**src/rtl/vrnd_pkg.sv**
```systemverilog
package vrnd_pkg;
  localparam int HALF_EXP_W = 5;
  localparam int HALF_MAN_W = 10;
  localparam int SGL_EXP_W  = 8;
  localparam int SGL_MAN_W  = 23;
  localparam int FLAG_W     = 2;   // bit 0 inexact, bit 1 invalid

  typedef enum logic [2:0] {
    RND_NEAR_EVEN,
    RND_NEAR_AWAY,
    RND_ZERO,
    RND_DOWN,
    RND_UP
  } rndModeT;

  typedef struct packed {
    logic    fire;           // legal request this cycle
    logic    bad;            // illegal request this cycle
    logic    halfSel;        // half-precision lanes selected
    rndModeT mode;           // resolved rounding direction
    logic    reportInexact;  // ambient variant reports inexact
  } ctrlStrobeT;
endpackage

```
**src/rtl/vrnd_ctrl.sv**
```systemverilog
module vrnd_ctrl
  import vrnd_pkg::*;
(
  input  logic       inValid,
  input  logic [1:0] sizeCode,
  input  logic [2:0] opSel,
  input  logic [1:0] ambRmHalf,
  input  logic [1:0] ambRmSingle,
  output ctrlStrobeT strobe
);
  function automatic rndModeT ambToMode(input logic [1:0] amb);
    case (amb)
      2'b00:   return RND_NEAR_EVEN;
      2'b01:   return RND_UP;
      2'b10:   return RND_DOWN;
      default: return RND_ZERO;
    endcase
  endfunction

  logic sizeOk;
  logic opOk;
  logic halfSel;

  always_comb begin
    halfSel = (sizeCode == 2'd1);
    sizeOk  = halfSel || (sizeCode == 2'd2);
    opOk    = 1'b1;
    strobe.reportInexact = 1'b0;
    strobe.mode = RND_NEAR_EVEN;
    case (opSel)
      3'b000: strobe.mode = RND_NEAR_EVEN;
      3'b001: begin
        strobe.mode = halfSel ? ambToMode(ambRmHalf) : ambToMode(ambRmSingle);
        strobe.reportInexact = 1'b1;
      end
      3'b010: strobe.mode = RND_NEAR_AWAY;
      3'b011: strobe.mode = RND_ZERO;
      3'b101: strobe.mode = RND_DOWN;
      3'b111: strobe.mode = RND_UP;
      default: opOk = 1'b0;
    endcase
    strobe.halfSel = halfSel;
    strobe.fire    = inValid && sizeOk && opOk;
    strobe.bad     = inValid && !(sizeOk && opOk);
  end
endmodule

```
**src/rtl/vrnd_lane.sv**
```systemverilog
module vrnd_lane
  import vrnd_pkg::*;
#(
  parameter int EXP_W = 5,
  parameter int MAN_W = 10
) (
  input  logic [EXP_W+MAN_W:0] laneIn,
  input  rndModeT              mode,
  input  logic                 reportInexact,
  output logic [EXP_W+MAN_W:0] laneOut,
  output logic                 flagInvalid,
  output logic                 flagInexact
);
  localparam int MAG_W     = EXP_W + MAN_W;
  localparam int BIAS      = (1 << (EXP_W - 1)) - 1;
  localparam int INT_LIMIT = BIAS + MAN_W;
  localparam logic [MAG_W-1:0] ONE      = MAG_W'(1);
  localparam logic [MAG_W-1:0] UNIT_MAG = MAG_W'(BIAS) << MAN_W;
  localparam logic [MAG_W:0]   QNAN     = {1'b0, {EXP_W{1'b1}}, 1'b1, {(MAN_W-1){1'b0}}};

  logic             sgn;
  logic [EXP_W-1:0] expF;
  logic [MAN_W-1:0] manF;
  logic [MAG_W-1:0] mag;
  logic [MAG_W-1:0] lowMask;
  logic [MAG_W-1:0] trunc;
  int               expI;
  int               shiftAmt;
  logic             halfBit;
  logic             stickyBit;
  logic             lsbBit;
  logic             belowOne;
  logic             inexact;
  logic             roundUp;

  // split the magnitude into kept integer bits, the half bit and the rest
  always_comb begin
    sgn       = laneIn[MAG_W];
    expF      = laneIn[MAG_W-1:MAN_W];
    manF      = laneIn[MAN_W-1:0];
    mag       = laneIn[MAG_W-1:0];
    expI      = int'(expF);
    shiftAmt  = 0;
    lowMask   = '0;
    trunc     = mag;
    halfBit   = 1'b0;
    stickyBit = 1'b0;
    lsbBit    = 1'b0;
    belowOne  = 1'b0;
    if (expI < BIAS) begin
      belowOne  = 1'b1;
      halfBit   = (expI == BIAS - 1);
      stickyBit = halfBit ? |manF : |mag;
    end else if (expI < INT_LIMIT) begin
      shiftAmt  = INT_LIMIT - expI;
      lowMask   = (ONE << shiftAmt) - ONE;
      halfBit   = |(mag & (ONE << (shiftAmt - 1)));
      stickyBit = |(mag & (lowMask >> 1));
      lsbBit    = (shiftAmt == MAN_W) || (|(mag & (ONE << shiftAmt)));
      trunc     = mag & ~lowMask;
    end
  end

  always_comb begin
    inexact = halfBit | stickyBit;
    case (mode)
      RND_NEAR_EVEN: roundUp = halfBit & (stickyBit | lsbBit);
      RND_NEAR_AWAY: roundUp = halfBit;
      RND_DOWN:      roundUp = sgn & inexact;
      RND_UP:        roundUp = ~sgn & inexact;
      default:       roundUp = 1'b0;
    endcase
  end

  always_comb begin
    laneOut     = laneIn;
    flagInvalid = 1'b0;
    flagInexact = 1'b0;
    if (expF == {EXP_W{1'b1}}) begin
      if (|manF) begin
        laneOut     = QNAN;
        flagInvalid = ~manF[MAN_W-1];
      end
    end else if (expI < INT_LIMIT) begin
      flagInexact = reportInexact & inexact;
      if (belowOne)
        laneOut = {sgn, roundUp ? UNIT_MAG : {MAG_W{1'b0}}};
      else
        laneOut = {sgn, trunc + (roundUp ? (ONE << shiftAmt) : {MAG_W{1'b0}})};
    end
  end
endmodule

```
**src/rtl/vrnd_datapath.sv**
```systemverilog
module vrnd_datapath
  import vrnd_pkg::*;
#(
  parameter int VEC_BYTES = 16
) (
  input  logic                   clk,
  input  logic                   rstN,
  input  ctrlStrobeT             strobe,
  input  logic [VEC_BYTES-1:0]   predMask,
  input  logic [VEC_BYTES*8-1:0] srcVec,
  input  logic [VEC_BYTES*8-1:0] oldVec,
  output logic                   outValid,
  output logic                   illegalOut,
  output logic [VEC_BYTES*8-1:0] dstVec,
  output logic [FLAG_W-1:0]      flagsHalf,
  output logic [FLAG_W-1:0]      flagsSingle
);
  localparam int VEC_W      = VEC_BYTES * 8;
  localparam int HALF_W     = 1 + HALF_EXP_W + HALF_MAN_W;
  localparam int SGL_W      = 1 + SGL_EXP_W + SGL_MAN_W;
  localparam int HALF_BYTES = HALF_W / 8;
  localparam int SGL_BYTES  = SGL_W / 8;
  localparam int HALF_LANES = VEC_BYTES / HALF_BYTES;
  localparam int SGL_LANES  = VEC_BYTES / SGL_BYTES;

  logic [VEC_W-1:0]      resHalf;
  logic [VEC_W-1:0]      resSgl;
  logic [VEC_W-1:0]      resSel;
  logic [VEC_W-1:0]      merged;
  logic [HALF_LANES-1:0] invHalf;
  logic [HALF_LANES-1:0] inxHalf;
  logic [SGL_LANES-1:0]  invSgl;
  logic [SGL_LANES-1:0]  inxSgl;

  for (genvar h = 0; h < HALF_LANES; h++) begin : g_half
    logic laneInv;
    logic laneInx;
    vrnd_lane #(.EXP_W(HALF_EXP_W), .MAN_W(HALF_MAN_W)) lane_i (
      .laneIn       (srcVec[h*HALF_W +: HALF_W]),
      .mode         (strobe.mode),
      .reportInexact(strobe.reportInexact),
      .laneOut      (resHalf[h*HALF_W +: HALF_W]),
      .flagInvalid  (laneInv),
      .flagInexact  (laneInx)
    );
    assign invHalf[h] = laneInv & predMask[h*HALF_BYTES];
    assign inxHalf[h] = laneInx & predMask[h*HALF_BYTES];
  end

  for (genvar s = 0; s < SGL_LANES; s++) begin : g_sgl
    logic laneInv;
    logic laneInx;
    vrnd_lane #(.EXP_W(SGL_EXP_W), .MAN_W(SGL_MAN_W)) lane_i (
      .laneIn       (srcVec[s*SGL_W +: SGL_W]),
      .mode         (strobe.mode),
      .reportInexact(strobe.reportInexact),
      .laneOut      (resSgl[s*SGL_W +: SGL_W]),
      .flagInvalid  (laneInv),
      .flagInexact  (laneInx)
    );
    assign invSgl[s] = laneInv & predMask[s*SGL_BYTES];
    assign inxSgl[s] = laneInx & predMask[s*SGL_BYTES];
  end

  assign resSel = strobe.halfSel ? resHalf : resSgl;

  for (genvar b = 0; b < VEC_BYTES; b++) begin : g_merge
    assign merged[b*8 +: 8] = predMask[b] ? resSel[b*8 +: 8] : oldVec[b*8 +: 8];
  end

  always_ff @(posedge clk or negedge rstN) begin
    if (!rstN) begin
      outValid    <= 1'b0;
      illegalOut  <= 1'b0;
      dstVec      <= '0;
      flagsHalf   <= '0;
      flagsSingle <= '0;
    end else begin
      outValid   <= strobe.fire | strobe.bad;
      illegalOut <= strobe.bad;
      if (strobe.fire) begin
        dstVec <= merged;
        if (strobe.halfSel)
          flagsHalf <= flagsHalf | {(|invHalf), (|inxHalf)};
        else
          flagsSingle <= flagsSingle | {(|invSgl), (|inxSgl)};
      end else if (strobe.bad) begin
        dstVec <= oldVec;
      end
    end
  end
endmodule

```
**src/rtl/vrnd_top.sv**
```systemverilog
module vrnd_top
  import vrnd_pkg::*;
#(
  parameter int VEC_BYTES = 16
) (
  input  logic                   clk,
  input  logic                   rstN,
  input  logic                   inValid,
  input  logic [1:0]             sizeCode,
  input  logic [2:0]             opSel,
  input  logic [1:0]             ambRmHalf,
  input  logic [1:0]             ambRmSingle,
  input  logic [VEC_BYTES-1:0]   predMask,
  input  logic [VEC_BYTES*8-1:0] srcVec,
  input  logic [VEC_BYTES*8-1:0] oldVec,
  output logic                   outValid,
  output logic                   illegalOut,
  output logic [VEC_BYTES*8-1:0] dstVec,
  output logic [FLAG_W-1:0]      flagsHalf,
  output logic [FLAG_W-1:0]      flagsSingle
);
  ctrlStrobeT strobe;

  vrnd_ctrl ctrl_i (
    .inValid    (inValid),
    .sizeCode   (sizeCode),
    .opSel      (opSel),
    .ambRmHalf  (ambRmHalf),
    .ambRmSingle(ambRmSingle),
    .strobe     (strobe)
  );

  vrnd_datapath #(.VEC_BYTES(VEC_BYTES)) dp_i (
    .clk        (clk),
    .rstN       (rstN),
    .strobe     (strobe),
    .predMask   (predMask),
    .srcVec     (srcVec),
    .oldVec     (oldVec),
    .outValid   (outValid),
    .illegalOut (illegalOut),
    .dstVec     (dstVec),
    .flagsHalf  (flagsHalf),
    .flagsSingle(flagsSingle)
  );
endmodule

```
**config.mk**
```make
export PLATFORM = sky130hd
export DESIGN_NAME = vrnd_top
export DESIGN_NICKNAME = d
export VERILOG_FILES = /design/src/rtl/vrnd_pkg.sv /design/src/rtl/vrnd_ctrl.sv /design/src/rtl/vrnd_lane.sv /design/src/rtl/vrnd_datapath.sv /design/src/rtl/vrnd_top.sv
export SDC_FILE = /design/constraint.sdc
export NUM_CORES = 2
export LEC_CHECK = 0
export CELL_PAD_IN_SITES_DETAIL_PLACEMENT = 2
export CELL_PAD_IN_SITES_GLOBAL_PLACEMENT = 2
export CORE_UTILIZATION = 41
export CTS_BUF_LIST = sky130_fd_sc_hd__clkbuf_4
export CTS_CLUSTER_SIZE = 20
export DETAILED_ROUTE_END_ITERATION = 12
export DONT_BUFFER_PORTS = 1
export PLACE_DENSITY_LB_ADDON = 0.1
export SKIP_CTS_REPAIR_TIMING = 1
export SYNTH_ARGS = -nofsm -noshare
export SYNTH_HDL_FRONTEND = slang
export SYNTH_HIERARCHICAL = 1
export SYNTH_SLANG_ARGS = --single-unit
```
**constraint.sdc**
```tcl
create_clock -name clk -period 1.95 [get_ports clk]
set_input_delay 0.4875 -clock clk [delete_from_list [all_inputs] [get_ports clk]]
set_output_delay 0.4875 -clock clk [all_outputs]
set_load 0.05 [all_outputs]
```
==> results.tsv, run 1 <==
stage	metric	value	unit
outcome	Log Error	[ERROR DPL-0033] detailed placement checks failed during check placement.	
synthesis	leading area contributor after synthesis	ha_1	
synthesis	Distinct cells, synth	136	
floorplanning	die span in y	349	um
synthesis	async set-or-reset flop fraction in the synthesized netlist	100	%
synthesis	Yosys warnings	6	
floorplanning	Initial Utilization	41.6	%
placed_design	Port Buf Inserts	0	
floorplanning	row cnt	126	
synthesis	Mapped Area	49400	um^2
synthesis	Seq cells post-synth	134	
synthesis	top_reg_cell synth	dfrtp_1	
synthesis	Yosys top cell area share	8.03	%
synthesis	post-synthesis sequential area ratio	6.79	%
synthesis	number of flops mapped to enable cells by yosys	0	
outcome	status	stopped before the end	
synthesis	Syn Area/Cell	6.85	um^2
outcome	Exit stage	detailed placement (3_5_place_dp)	
placed_design	Detailed Place HPWL	271	mm
placed_design	GP Congestion	1.11	
synthesis	most area-consuming cells after synthesis	ha_1, dfrtp_1, nor2_1, nand2_1, a21oi_1	
synthesis	most common cell in the netlist	nor2_1	
synthesis	synth cell count leaders	nor2_1, nand2_1, a21oi_1	
floorplanning	die width	349	um
synthesis	post-synthesis cell count	7215	
floorplanning	I/O Pins	418	
==> per-stage QoR <==
| stage | setup slack, ps | instances | hold slack (ps) | TNS [ps] |
|---|---|---|---|---|
| global placement | -4980 | 10500 | 197 | -540630 |
| floorplan | -4750 | 7219 | 192 | -507970 |
==> cell families after synthesis <==
logic type                 after synthesis  synth area share [%]
other                                    4                0.0304
and+or+nand+nor                       3044                  31.0
DFF                                    134                  6.79
muxes                                  275                  6.05
adders and majority gates              333                  8.60
xor gates and xnor gates               329                  6.30
AOI/OAI and AO/OA                     2408                  34.7
buffers and inverters                  688                  6.48
==> inputs of run 2 (changes only) <==
- CELL_PAD_IN_SITES_DETAIL_PLACEMENT: 2 -> unset
- CELL_PAD_IN_SITES_GLOBAL_PLACEMENT: 2 -> unset
- CORE_UTILIZATION: 41 -> 30
- CTS_BUF_LIST: sky130_fd_sc_hd__clkbuf_4 -> unset
- CTS_CLUSTER_SIZE: 20 -> unset
- PLACE_DENSITY_LB_ADDON: 0.1 -> 0.15
==> run 2 against run 1 <==
Compared with the run above: the flow now finishes, with violations (hold timing, setup timing); synthesized cell count unchanged; area after synthesis unchanged.
==> results.tsv, run 2 <==
stage	metric	value	unit	change
finish	max reg flops	128		
setup_path	crit end category	flip-flop		
routing	Vias	66500		
finish	synthesis-to-layout area growth	46.3	%	
finish	Largest Register	dp_i/dstVec		
setup_path	CP max FO	38		
synthesis	Syn Area/Cell	6.85	um^2	unchanged
synthesis	most area-consuming cells after synthesis	ha_1, dfrtp_1, nor2_1, nand2_1, a21oi_1		unchanged
cts	deepest clock path buffer count	2		
synthesis	post-synthesis sequential area ratio	6.79	%	unchanged
synthesis	leading area contributor after synthesis	ha_1		unchanged
timing	Tcrit/Tclk final	338	%	
routing	wire per inst	24.5	um	
global_routing	gr usage total	31.5	%	
setup_path	crit path DAT	7020	ps	
setup_path	CP max stage cell	nor4_1		
placed_design	GP Congestion	1.01		was 1.11
synthesis	Distinct cells, synth	136		unchanged
global_routing	largest net degree at the start of global routing	135		
synthesis	number of flops mapped to enable cells by yosys	0		unchanged
floorplanning	core area	163000	um^2	
routing	Initial DRC Count	6675		
cts	Root Buffer	clkbuf_16		
finish	final std cells w/o fill	11300		
placed_design	pre-CTS WS	-5210	ps	
placed_design	DP Cell Count	11200		
global_routing	vias in the first global route	63600		
setup_path	CP peak stage delay	350	ps	
placed_design	Detailed Place HPWL	213	mm	was 271 mm
finish	fin util	44.3	%	
floorplanning	die area	166000	um^2	
power_and_ir_drop	Total Power	25.2	mW	
finish	post-route cell area	72300	um^2	
cts	Num Clock Sinks	134		
power_and_ir_drop	Cell Pwr Density	349	nW/um^2	
power_and_ir_drop	Worst VDD drop	1.05	mV	
synthesis	Yosys top cell area share	8.03	%	unchanged
synthesis	synth cell count leaders	nor2_1, nand2_1, a21oi_1		unchanged
placed_design	Port Buf Inserts	0		unchanged
finish	Final nets	9735		
routing	Residual DRC	0		
routing	Routed Antenna Nets	0		
synthesis	top_reg_cell synth	dfrtp_1		unchanged
setup_path	Crit Path Class	in2reg		
timing	Tmin final	6590	ps	
placed_design	Placement Cell Area	68400	um^2	
synthesis	post-synthesis cell count	7215		unchanged
flow_run	Max-Cap Viols	0		
power_and_ir_drop	Leak Pwr	31.0	nW	
timing	unrepaired setup endpoints after global routing	yes		
setup_path	CP top delay family	compound AO/OA/AOI/OAI gates		
floorplanning	Initial Utilization	30.3	%	was 41.6%
routing	Routed WL	277	mm	
global_routing	global route total overflow	0		
finish	commonest non-fill, non-tap cells in the layout	buf_4, nor2_1, nand2_1		
outcome	violated checks	hold timing, setup timing		
finish	# fillers	16900		
timing	max frequency	152	MHz	
finish	share of cells above drive strength 1	36.2	%	
cts	Clock Latency Late Sink	530	ps	
cts	CTS tree	yes		
routing	DR vias/cell	5.88		
outcome	status	finished, violations left		was stopped before the end
floorplanning	row cnt	148		was 126
synthesis	Yosys warnings	6		unchanged
timing	Finish-stage setup viols	131		
cts	CTS Buf Count	17		
global_routing	first-pass GRT wire length	408	mm	
timing	WHS	-358	ps	
finish	Largest regs	dp_i/dstVec (128), dp_i/flagsHalf (2), dp_i/flagsSingle (2)		
synthesis	most common cell in the netlist	nor2_1		unchanged
timing	max_slew headroom	43.4	%	
synthesis	Mapped Area	49400	um^2	unchanged
synthesis	async set-or-reset flop fraction in the synthesized netlist	100	%	unchanged
timing	Clock Skew	0	ps	
floorplanning	die span in y	408	um	was 349 um
floorplanning	I/O Pins	418		unchanged
floorplanning	die width	408	um	was 349 um
setup_path	crit path launch type	input port		
routing	DRT Pass-1 Iters	6		
timing	worst slew pin tran	842	ps	
setup_path	worst path required time	2380	ps	
cts	clk slew on worst S/H paths	70	ps	
setup_path	Worst Path Buf+Inv	4		
timing	Hold Vio Cnt, Final	134		
cts	H-tree depth	4		
hold_path	Hold/Removal Path Class	in2async		
synthesis	Seq cells post-synth	134		unchanged
timing	setup_tns	-489560	ps	
finish	commonest non-fill, non-tap cell in the layout	buf_4		
timing	fin worst setup slack	-4640	ps	
timing	Slew Viols, Final	0		
global_routing	initial antenna violation count	13		
==> run 2: kinds of logic (layout without fill, tap and decap cells) <==
kind of cell / count (synthesis) / in the layout / synth area share, %
flops: 134 / 134 / 6.79
compound gates: 2408 / 2408 / 34.7
other cells: 4 / 12 / 0.0304
buf+inv: 688 / 2604 / 6.48
fa+ha+maj: 333 / 333 / 8.60
simple gates: 3044 / 3044 / 31.0
mux: 275 / 275 / 6.05
xor+xnor: 329 / 329 / 6.30
==> run 2: layout make-up <==
cell class | instances | area [um^2] | share of cell area, %
multi-input combinational | 6397 | 46300 | 64.1
timing repair buffer | 2390 | 18500 | 25.6
sequential | 134 | 3360 | 4.64
tap | 2175 | 2720 | 3.77
inverter | 182 | 747 | 1.03
clock buffer | 17 | 425 | 0.589
clock inverter | 15 | 176 | 0.244
antenna | 4 | 10.0 | 0.0138
==> run 2: per-layer routing <==
layer	part of all wire, %	GRT usage, %
met5	0.014	0
met3	8.5	5.16
met2	44	49.3
met4	2.7	8.13
met1	45	44.4
==> run 2: path summary, 6_finish.rpt <==
path | slack [ps] | cells past startpoint | to | from
max in group asynchronous | 1860 | 0 | dp_i/dstVec[79] | rstN
worst max-delay path | -4640 | 35 | dp_i/dstVec[28] | srcVec[23]
worst max register to register | 770 | 1 | dp_i/dstVec[26] | dp_i/dstVec[26]
min in group clk | 110 | 1 | dp_i/dstVec[92] | oldVec[92]
worst min-delay path | -360 | 0 | dp_i/dstVec[69] | rstN
worst min register to register | 570 | 1 | dp_i/dstVec[112] | dp_i/dstVec[112]
==> run 2: power breakdown <==
| part | switching, mW | internal (mW) |
|---|---|---|
| combinational | 8.22 | 7.45 |
| clock | 1.80 | 1.83 |
| sequential | 2.62 | 3.31 |
| total | 12.6 | 12.6 |
(Power assumes the default switching activity.)
